$ cat src/rtl/mxb_pkg.sv
package mxb_pkg;
   typedef enum logic [2:0] {
      PH_IDLE,
      PH_ADR,
      PH_LAT,
      PH_STB,
      PH_REC1,
      PH_REC2,
      PH_GAP,
      PH_HOLD
   } mxb_phase_e;
endpackage

$ cat src/rtl/mxb_sync.sv
module mxb_sync #(
   parameter int STAGES = 2
) (
   input  logic clk,
   input  logic rst_n,
   input  logic d,
   output logic q
);
   logic [STAGES-1:0] chain;

   generate
      for (genvar s = 0; s < STAGES; s++) begin : g_stage
         always_ff @(posedge clk or negedge rst_n) begin
            if (!rst_n) chain[s] <= 1'b0;
            else if (s == 0) chain[s] <= d;
            else chain[s] <= chain[(s == 0) ? 0 : s-1];
         end
      end
   endgenerate

   assign q = chain[STAGES-1];
endmodule

$ cat src/rtl/mxb_seq.sv
module mxb_seq
   import mxb_pkg::*;
#(
   parameter int WAIT_W = 2,
   localparam int CNT_W = WAIT_W + 1
) (
   input  logic              clk,
   input  logic              rst_n,
   input  logic              req_valid,
   input  logic              req_write,
   input  logic [WAIT_W-1:0] req_wait,
   input  logic              req_idle,
   input  logic              wait_s,
   input  logic              hold_s,
   output logic              accept,
   output mxb_phase_e        phase,
   output logic              wr_q,
   output logic              cap
);
   mxb_phase_e        nxt;
   logic [CNT_W-1:0]  cnt_q;
   logic [WAIT_W-1:0] wait_q;
   logic              idle_q;
   logic              win_end;

   assign accept  = (phase == PH_IDLE) && !hold_s && req_valid;
   assign win_end = (phase == PH_STB) && (cnt_q == '0);
   assign cap     = win_end && !wait_s && !wr_q;

   always_comb begin
      nxt = phase;
      unique case (phase)
         PH_IDLE: if (hold_s) nxt = PH_HOLD;
                  else if (req_valid) nxt = PH_ADR;
         PH_ADR:  nxt = PH_LAT;
         PH_LAT:  nxt = PH_STB;
         PH_STB:  if (win_end && !wait_s) nxt = PH_REC1;
         PH_REC1: nxt = PH_REC2;
         PH_REC2: nxt = (!wr_q && idle_q) ? PH_GAP : PH_IDLE;
         PH_GAP:  if (cnt_q == '0) nxt = PH_IDLE;
         PH_HOLD: if (!hold_s) nxt = PH_IDLE;
         default: nxt = PH_IDLE;
      endcase
   end

   always_ff @(posedge clk or negedge rst_n) begin
      if (!rst_n) begin
         phase  <= PH_IDLE;
         cnt_q  <= '0;
         wait_q <= '0;
         idle_q <= 1'b0;
         wr_q   <= 1'b0;
      end else begin
         phase <= nxt;
         if (accept) begin
            wr_q   <= req_write;
            wait_q <= req_wait;
            idle_q <= req_idle;
         end
         if (phase == PH_LAT) cnt_q <= {wait_q, 1'b1};
         else if (win_end && wait_s) cnt_q <= CNT_W'(1);
         else if (phase == PH_REC2) cnt_q <= CNT_W'(1);
         else if ((phase == PH_STB || phase == PH_GAP) && cnt_q != '0)
            cnt_q <= cnt_q - CNT_W'(1);
      end
   end
endmodule

$ cat src/rtl/mxb_dpath.sv
module mxb_dpath #(
   parameter int ADDR_W = 16,
   parameter int DATA_W = 16,
   parameter int BUS_W  = 16
) (
   input  logic              clk,
   input  logic              rst_n,
   input  logic              load,
   input  logic [ADDR_W-1:0] addr,
   input  logic [DATA_W-1:0] wdata,
   input  logic              cap,
   input  logic              drv_addr,
   input  logic [BUS_W-1:0]  bus_in,
   output logic [BUS_W-1:0]  bus_out,
   output logic [DATA_W-1:0] rdata
);
   logic [ADDR_W-1:0] addr_q;
   logic [DATA_W-1:0] wdata_q;

   always_ff @(posedge clk or negedge rst_n) begin
      if (!rst_n) begin
         addr_q  <= '0;
         wdata_q <= '0;
         rdata   <= '0;
      end else begin
         if (load) begin
            addr_q  <= addr;
            wdata_q <= wdata;
         end
         if (cap) rdata <= bus_in[DATA_W-1:0];
      end
   end

   assign bus_out = drv_addr ? BUS_W'(addr_q) : BUS_W'(wdata_q);
endmodule

$ cat src/rtl/mxb_ctrl.sv
module mxb_ctrl
   import mxb_pkg::*;
#(
   parameter int ADDR_W      = 16,
   parameter int DATA_W      = 16,
   parameter int WAIT_W      = 2,
   parameter int SYNC_STAGES = 2,
   localparam int BUS_W      = (ADDR_W > DATA_W) ? ADDR_W : DATA_W
) (
   input  logic              clk,
   input  logic              rst_n,
   input  logic              req_valid,
   output logic              req_ready,
   input  logic              req_write,
   input  logic [ADDR_W-1:0] req_addr,
   input  logic [DATA_W-1:0] req_wdata,
   input  logic [WAIT_W-1:0] req_wait,
   input  logic              req_idle,
   output logic              rsp_done,
   output logic [DATA_W-1:0] rsp_rdata,
   output logic [BUS_W-1:0]  bus_ad_out,
   input  logic [BUS_W-1:0]  bus_ad_in,
   output logic              bus_ad_oe,
   output logic              bus_as,
   output logic              bus_rd_n,
   output logic              bus_wr_n,
   output logic              ctl_oe,
   input  logic              bus_wait,
   input  logic              hold_req,
   output logic              hold_ack
);
   generate
      if (SYNC_STAGES < 2) begin : g_bad_sync
         $error("mxb_ctrl: SYNC_STAGES must be at least 2");
      end
      if (WAIT_W < 1 || WAIT_W > 6) begin : g_bad_wait
         $error("mxb_ctrl: WAIT_W out of range 1..6");
      end
   endgenerate

   mxb_phase_e phase;
   logic wait_s, hold_s, accept, wr_q, cap, drv_addr;

   mxb_sync #(.STAGES(SYNC_STAGES)) u_wait_sync (
      .clk(clk), .rst_n(rst_n), .d(bus_wait), .q(wait_s));
   mxb_sync #(.STAGES(SYNC_STAGES)) u_hold_sync (
      .clk(clk), .rst_n(rst_n), .d(hold_req), .q(hold_s));

   mxb_seq #(.WAIT_W(WAIT_W)) u_seq (
      .clk(clk), .rst_n(rst_n), .req_valid(req_valid), .req_write(req_write),
      .req_wait(req_wait), .req_idle(req_idle), .wait_s(wait_s), .hold_s(hold_s),
      .accept(accept), .phase(phase), .wr_q(wr_q), .cap(cap));

   mxb_dpath #(.ADDR_W(ADDR_W), .DATA_W(DATA_W), .BUS_W(BUS_W)) u_dpath (
      .clk(clk), .rst_n(rst_n), .load(accept), .addr(req_addr), .wdata(req_wdata),
      .cap(cap), .drv_addr(drv_addr), .bus_in(bus_ad_in), .bus_out(bus_ad_out),
      .rdata(rsp_rdata));

   assign drv_addr  = (phase == PH_ADR) || (phase == PH_LAT);
   assign req_ready = (phase == PH_IDLE) && !hold_s;
   assign rsp_done  = (phase == PH_REC1);
   assign bus_as    = !((phase == PH_LAT) || (phase == PH_STB) || (phase == PH_REC1));
   assign bus_rd_n  = !((phase == PH_STB) && !wr_q);
   assign bus_wr_n  = !((phase == PH_STB) && wr_q);
   assign bus_ad_oe = drv_addr ||
                      (wr_q && ((phase == PH_STB) || (phase == PH_REC1) || (phase == PH_REC2)));
   assign ctl_oe    = (phase != PH_HOLD);
   assign hold_ack  = (phase == PH_HOLD);

   AST_STB_AFTER_AS: assert property (@(posedge clk) disable iff (!rst_n)
      ($fell(bus_rd_n) || $fell(bus_wr_n)) |-> (!$past(bus_as) && $past(bus_as, 2)));
   AST_READ_FLOAT: assert property (@(posedge clk) disable iff (!rst_n)
      !bus_rd_n |-> !bus_ad_oe);
   AST_DONE_PULSE: assert property (@(posedge clk) disable iff (!rst_n)
      rsp_done |=> !rsp_done);
   AST_STROBE_EXCL: assert property (@(posedge clk) disable iff (!rst_n)
      !(!bus_rd_n && !bus_wr_n));
   AST_WR_DATA_HOLD: assert property (@(posedge clk) disable iff (!rst_n)
      $rose(bus_wr_n) |-> bus_ad_oe);
   AST_ACK_AFTER_CYCLE: assert property (@(posedge clk) disable iff (!rst_n)
      $rose(hold_ack) |-> $past(bus_rd_n && bus_wr_n && bus_as));
   AST_ACK_FLOAT: assert property (@(posedge clk) disable iff (!rst_n)
      hold_ack |-> (!ctl_oe && !bus_ad_oe));
   AST_HELD_NO_READY: assert property (@(posedge clk) disable iff (!rst_n)
      hold_ack |-> !req_ready);
endmodule

$ cat config.mk
export PLATFORM = sky130hd
export DESIGN_NAME = mxb_ctrl
export DESIGN_NICKNAME = d
export VERILOG_FILES = /design/src/rtl/mxb_pkg.sv /design/src/rtl/mxb_sync.sv /design/src/rtl/mxb_seq.sv /design/src/rtl/mxb_dpath.sv /design/src/rtl/mxb_ctrl.sv
export SDC_FILE = /design/constraint.sdc
export NUM_CORES = 1
export LEC_CHECK = 0
export BUFFER_PORTS_ARGS = -buffer_cell sky130_fd_sc_hd__buf_2
export CAP_MARGIN = 10
export CORE_UTILIZATION = 45
export CTS_CLUSTER_SIZE = 10
export DETAILED_ROUTE_END_ITERATION = 6
export GPL_ROUTABILITY_DRIVEN = 0
export PLACE_DENSITY = 0.73
export REMOVE_ABC_BUFFERS = 1
export SLEW_MARGIN = 40
export SYNTH_ARGS = -nofsm -noshare
export SYNTH_HDL_FRONTEND = slang
export SYNTH_SLANG_ARGS = --single-unit
$ cat constraint.sdc
create_clock -name clk -period 1.8 [get_ports clk]
set_input_delay 0.18 -clock clk [delete_from_list [all_inputs] [get_ports clk]]
set_output_delay 0.18 -clock clk [all_outputs]
set_load 0.05 [all_outputs]
==> results of run 1 <==
metrics by stage:
step,hold slack [ns],area (µm²),TNS (ns)
after global routing,0.0524,4030,-4.83
after CTS,0.0566,3960,-1.69
after floorplan,-0.116,2740,-33.76
after global placement,0.214,3430,0
final,0.0759,4030,-0.978
after detailed placement,0.220,3430,0
routing by layer:
layer | routed length, µm | vias up | track usage (%) | part of all wire, %
met1 | 2430 | 977 | 24.2 | 42
li1 | - | 935 | - | -
met2 | 3060 | 61 | 32.5 | 52
met4 | 47 | 0 | 7.50 | 0.81
met5 | 0 | - | 0 | 0
met3 | 299 | 6 | 6.07 | 5.1
cell type report:
cell class	count	area, µm²	area share [%]
sequential	62	1550	38.5
clock inverter	5	57.6	1.43
multi-input combinational	120	1260	31.2
tap	75	93.8	2.33
inverter	7	26.3	0.652
clock buffer	11	151	3.75
timing repair buffer	114	893	22.2
cell families (layout without fill, tap and decap cells):
| group | count (synthesis) | in the layout | synth area share, % |
|---|---|---|---|
| AOI/OAI and AO/OA | 17 | 17 | 4.20 |
| xor gates and xnor gates | 3 | 3 | 0.929 |
| adders and majority gates | 2 | 2 | 0.884 |
| buffers and inverters | 19 | 137 | 4.07 |
| DFF | 62 | 62 | 54.8 |
| muxes | 69 | 69 | 28.8 |
| and+or+nand+nor | 29 | 29 | 6.28 |
timing repair:
action / 4_1_cts / 5_1_grt
hold endpoints to repair: 64 / 0
pin swaps: 2 / 3
hold buffers: 3 / 0
endpoints found under the setup margin: 17 / 39
gates resized for setup: 78 / 17
buffers inserted: 3 / 2
registers in the layout, summed over array words and instances, names as in the netlist, 2 cells and up:
| signal | cells |
|---|---|
| u_seq.phase | 3 |
| u_dpath.wdata_q | 16 |
| u_seq.wait_q | 2 |
| u_dpath.addr_q | 16 |
| u_seq.cnt_q | 3 |
| u_dpath.rdata | 16 |
Yosys cell counts, types with 3 or more instances:
cell,instances,share of area [%]
and3_1,3,0.66
nand2_1,6,0.80
nor2_1,5,0.66
o21ai_0,3,0.53
dfrtp_1,62,55
a21oi_1,3,0.53
mux2_4,10,5.3
mux2_2,59,23
buf_2,4,0.71
inv_1,7,0.93
clkbuf_1,3,0.40
worst paths after layout:
kind,to,cells after the start,slack (ns)
setup / recovery,bus_ad_out[5],5,-0.07
hold / removal,u_dpath.rdata[5]$_DFFE_PN0P_,2,0.08
setup reg to reg,u_seq.idle_q$_DFFE_PN0P_,6,0
hold reg to reg,u_wait_sync.q$_DFF_PN0_,0,0.36
max in group asynchronous,u_seq.phase[2]$_DFFE_PN0P_,3,1.11
min in group asynchronous,u_dpath.rdata[5]$_DFFE_PN0P_,3,0.40
==> out/metrics.csv, run 1 <==
metric;value;unit
pins over their slew limit;0;
async set-reset flop share out of synthesis;100;%
post-route insts no fill;394;
min Tclk post-route;1.87;ns
RSZ-0062 raised after global routing;true;
number of flops mapped to enable cells by yosys;0;
Cell Area, Synth;2830;µm²
core footprint;5990;µm²
# H-tree levels;3;
worst hold path startpoint;bus_ad_in[5];
post-synthesis register bit count;62;
Fmax;0.535;GHz
crit path from;u_seq.phase[1]$_DFFE_PN0P_;
crit-path max cell delay;0.42;ns
Rows;28;
Final Hold Vio Count;0;
RR Startpoint;u_seq.phase[0]$_DFFE_PN0P_;
placed cells;370;
Num CTS Buffers;9;
Via density;5.02;
CTS tree;yes;
DRT antenna net count;0;
Max Cap Violations;0;
CP Capture Type;output port;
fillcell total;451;
GRT Residual Overflow;0;
violated checks;setup timing;
Buf+Inv Stages, Crit Path;2;
Synth Flop Type;dfrtp_1;
initial cell density of the core;47.2;%
clock latency on the worst-skew pair;0.33;ns
largest net degree at the start of global routing;63;
delay-heaviest family, CP;flip-flops;
outcome;finished, violations left;
critical path type;reg -> out;
clock sink count;62;
Rel. slew slack;77.6;%
Final period util;104;%
type of the tightest min-delay check;in -> reg;
number of global-route vias before repair;2045;
first-pass GRT wire length;9500;µm
initial antenna violation count;0;
Worst path most repeated cell;buf_8;
synth unique cells;39;
worst slack, placed;0.0948;ns
Bufs on Longest Clock Path;2;
die footprint;6610;µm²
post-synthesis sequential area ratio;54.8;%
commonest non-fill, non-tap cell in the layout;buf_2;
ordered cell list for the critical path;xnor2_2 -> nor2_4 -> buf_8 -> mux2_4 -> buf_8;
most frequent cells in the layout;74 x buf_2, 61 x dfrtp_1, 42 x mux2_2, 27 x mux2_4, 20 x buf_8;
detailed-route DRC error count;0;
Avg Inst Size Synth;14.1;µm²
drt wl/cell;14.8;µm
# IOs;97;
Worst-path clk slew;0.07;ns
Root Buffer;clkbuf_8;
ratio of cells with drive above 1 in the final layout;65.2;%
Initial DRC Count;66;
Core Util, Final;67.3;%
YS warnings;0;
Critical Path Source Type;register;
GRT Total Usage;19.8;%
slowest CP cell;dfrtp_1;
Final Net Count;373;
worst path arrival time;1.69;ns
Die X;81.3;µm
port buffer count;96;
final wirelength;5840;µm
Vias;1979;
worst-margin pin slew;0.336;ns
final setup margin;-0.0703;ns
Die Ht;81.3;µm
drt first pass iters;4;
Syn Inst Count;201;
worst-path maximum fanout;8;
Inserted Diodes;0;
Worst Skew;0.0107;ns
dpl hpwl;3990;µm
setup violators final;16;
required time of the worst setup path;1.62;ns
Area growth syn-to-layout;42.5;%
Power of run 1 is not shown: default switching activity piles up to over one toggle a cycle in this logic, so the estimate is an artifact.
==> run 2: changes to the inputs <==
--- a/config.mk
+++ b/config.mk
@@ -7,13 +7,13 @@
 export LEC_CHECK = 0
 export BUFFER_PORTS_ARGS = -buffer_cell sky130_fd_sc_hd__buf_2
 export CAP_MARGIN = 10
+export CORE_MARGIN = 5
 export CORE_UTILIZATION = 45
 export CTS_CLUSTER_SIZE = 10
 export DETAILED_ROUTE_END_ITERATION = 6
 export GPL_ROUTABILITY_DRIVEN = 0
 export PLACE_DENSITY = 0.73
 export REMOVE_ABC_BUFFERS = 1
-export SLEW_MARGIN = 40
 export SYNTH_ARGS = -nofsm -noshare
 export SYNTH_HDL_FRONTEND = slang
 export SYNTH_SLANG_ARGS = --single-unit
==> run 2 against run 1 <==
Against the previous run:
- the flow still finishes with violations (setup timing)
- routed wire length rose by 10%
- die area rose by 21%
- register-to-register slack barely moved
- final area fell by 0.47%
- sequential share of layout area rose by 0.21 points
- via count fell by 0.20%
==> out/metrics.csv, run 2 (synthesis gave the netlist of run 1 again) <==
metric;value;unit;change
Hold Path Sink;u_dpath.rdata[4]$_DFFE_PN0P_;;
GRT Total Usage;17.9;%;-1.9 points
min Tclk post-route;1.90;ns;+0.0255 ns
fillcell total;469;;+4.0%
TNS Setup;-1.41;ns;-0.436 ns
drt first pass iters;4;;unchanged
Fmax;0.527;GHz;-1.3%
worst-path maximum fanout;6;;-2
slowest CP cell;dfrtp_2;;
RSZ-0062 raised after global routing;true;;
Worst Reg2Reg Path Length in Cells;7;;+1
GRT Residual Overflow;0;;unchanged
setup violators final;17;;+1
die footprint;7970;µm²;+21%
worst hold path startpoint;bus_ad_in[4];;
Final period util;105;%;+1.4 points
drt wl/cell;16.4;µm;+11%
outcome;finished, violations left;;
dpl hpwl;4540;µm;+14%
number of global-route vias before repair;2169;;+6.1%
commonest non-fill, non-tap cell in the layout;buf_2;;
Rows;28;;unchanged
CTS tree;yes;;
Initial DRC Count;51;;-23%
R2R Path End;u_dpath.rdata[11]$_DFFE_PN0P_;;
violated checks;setup timing;;
# H-tree levels;3;;unchanged
worst path arrival time;1.72;ns;+0.03 ns
Worst Skew;0.00703;ns;-0.00364 ns
first-pass GRT wire length;10700;µm;+12%
Vias;1975;;-0.20%
Die Ht;89.3;µm;+9.8%
worst-margin pin slew;0.562;ns;+0.227 ns
Inserted Diodes;0;;unchanged
Final Hold Vio Count;0;;unchanged
# IOs;97;;unchanged
most frequent cells in the layout;74 x buf_2, 60 x dfrtp_1, 42 x mux2_2, 27 x mux2_4, 16 x buf_8;;
critical path type;reg -> out;;
port buffer count;96;;unchanged
Root Buffer;clkbuf_8;;
flop2flop setup slack;-0.01;ns;about the same
initial antenna violation count;0;;unchanged
Max Cap Violations;0;;unchanged
core footprint;6030;µm²;+0.58%
crit-path max cell delay;0.42;ns;about the same
CP Capture Type;output port;;
type of the tightest min-delay check;in -> reg;;
Die X;89.3;µm;+9.8%
ordered cell list for the critical path;xnor2_2 -> nor2_4 -> buf_6 -> mux2_4 -> buf_8;;
Final Net Count;371;;-0.54%
Regs by FF count;u_dpath.addr_q: 16 flops, u_dpath.rdata: 16 flops, u_dpath.wdata_q: 16 flops;;
final wirelength;6420;µm;+10%
Area growth syn-to-layout;41.9;%;
clock latency on the worst-skew pair;0.34;ns;about the same
DRT antenna net count;0;;unchanged
Worst-path clk slew;0.07;ns;about the same
initial cell density of the core;46.9;%;-0.27 points
Num CTS Buffers;9;;unchanged
RR Startpoint;u_seq.phase[1]$_DFFE_PN0P_;;
final setup margin;-0.0958;ns;-0.0255 ns
required time of the worst setup path;1.62;ns;about the same
pins over their slew limit;0;;unchanged
Via density;5.04;;+0.31%
clock sink count;62;;unchanged
worst hold stages;2;;unchanged
Bufs on Longest Clock Path;2;;unchanged
Critical Path Source Type;register;;
ratio of cells with drive above 1 in the final layout;65.9;%;+0.73 points
Rel. slew slack;62.5;%;-15 points
detailed-route DRC error count;0;;unchanged
largest net degree at the start of global routing;23;;-63%
## run 2: final cells by class
class                           instances  area [µm²]  share of cell area, %
Clock buffer                           11         151                   3.77
Clock inverter                          5        57.6                   1.43
Inverter                                7        26.3                  0.655
Multi-Input combinational cell        120        1260                   31.5
Sequential cell                        62        1550                   38.7
Tap cell                               75        93.8                   2.34
Timing Repair Buffer                  112         867                   21.6
## run 2: critical path, delay by kind of cell (launching register included)
family | cells | cell delay [ns]
multiplexers | 1 | 0.32
XOR/XNOR | 1 | 0.16
AND/OR/NAND/NOR | 1 | 0.16
flip-flops | 1 | 0.42
buffers and inverters | 2 | 0.32
## run 2: worst max-delay path by stage
stage	from	end	slack (ns)
final	u_seq.phase[0]$_DFFE_PN0P_	bus_ad_out[12]	-0.1
after global routing	u_seq.phase[0]$_DFFE_PN0P_	bus_ad_out[6]	-0.17
after global placement	u_seq.phase[0]$_DFFE_PN0P_	bus_ad_out[1]	0.11
after detailed placement	u_seq.phase[0]$_DFFE_PN0P_	bus_ad_out[0]	0.09
after floorplan	u_seq.phase[2]$_DFFE_PN0P_	u_dpath.addr_q[0]$_DFFE_PN0P_	-0.60
after CTS	u_seq.phase[0]$_DFFE_PN0P_	bus_ad_out[5]	-0.14
## run 2: timing repair
item / CTS / global route
hold buffers: 3 / 0
gates cloned: 1 / 0
setup buffers: 2 / 1
hold endpoints to repair: 21 / 0
gates resized for setup: 80 / 18
endpoints found under the setup margin: 19 / 38
pin swaps: 2 / 4
## run 2: routing by layer
layer  GRT usage [%]  share of wire [%]  wire length [µm]  vias to the layer above
met5               0                  0                 0                        -
met4            7.98                2.2               143                        0
met3            5.25                5.4               348                       15
met2            28.2                 51              3260                       54
met1            22.9                 42              2670                      984
li1                -                  -                 -                      922
## run 2: metrics by stage
stage                     setup WS [ns]  cells  area, µm²  util, %  hold WS, ns
final                           -0.0958    392       4010     66.6       0.0666
after global routing             -0.171    392       4010     66.6       0.0518
after floorplan                  -0.603    189       2740        -       -0.116
after CTS                        -0.135    391       3950     65.6       0.0535
after detailed placement         0.0909    370       3430     56.9        0.212
after global placement            0.106    370       3430     56.9        0.200
Power of run 2 is left out for the same reason.
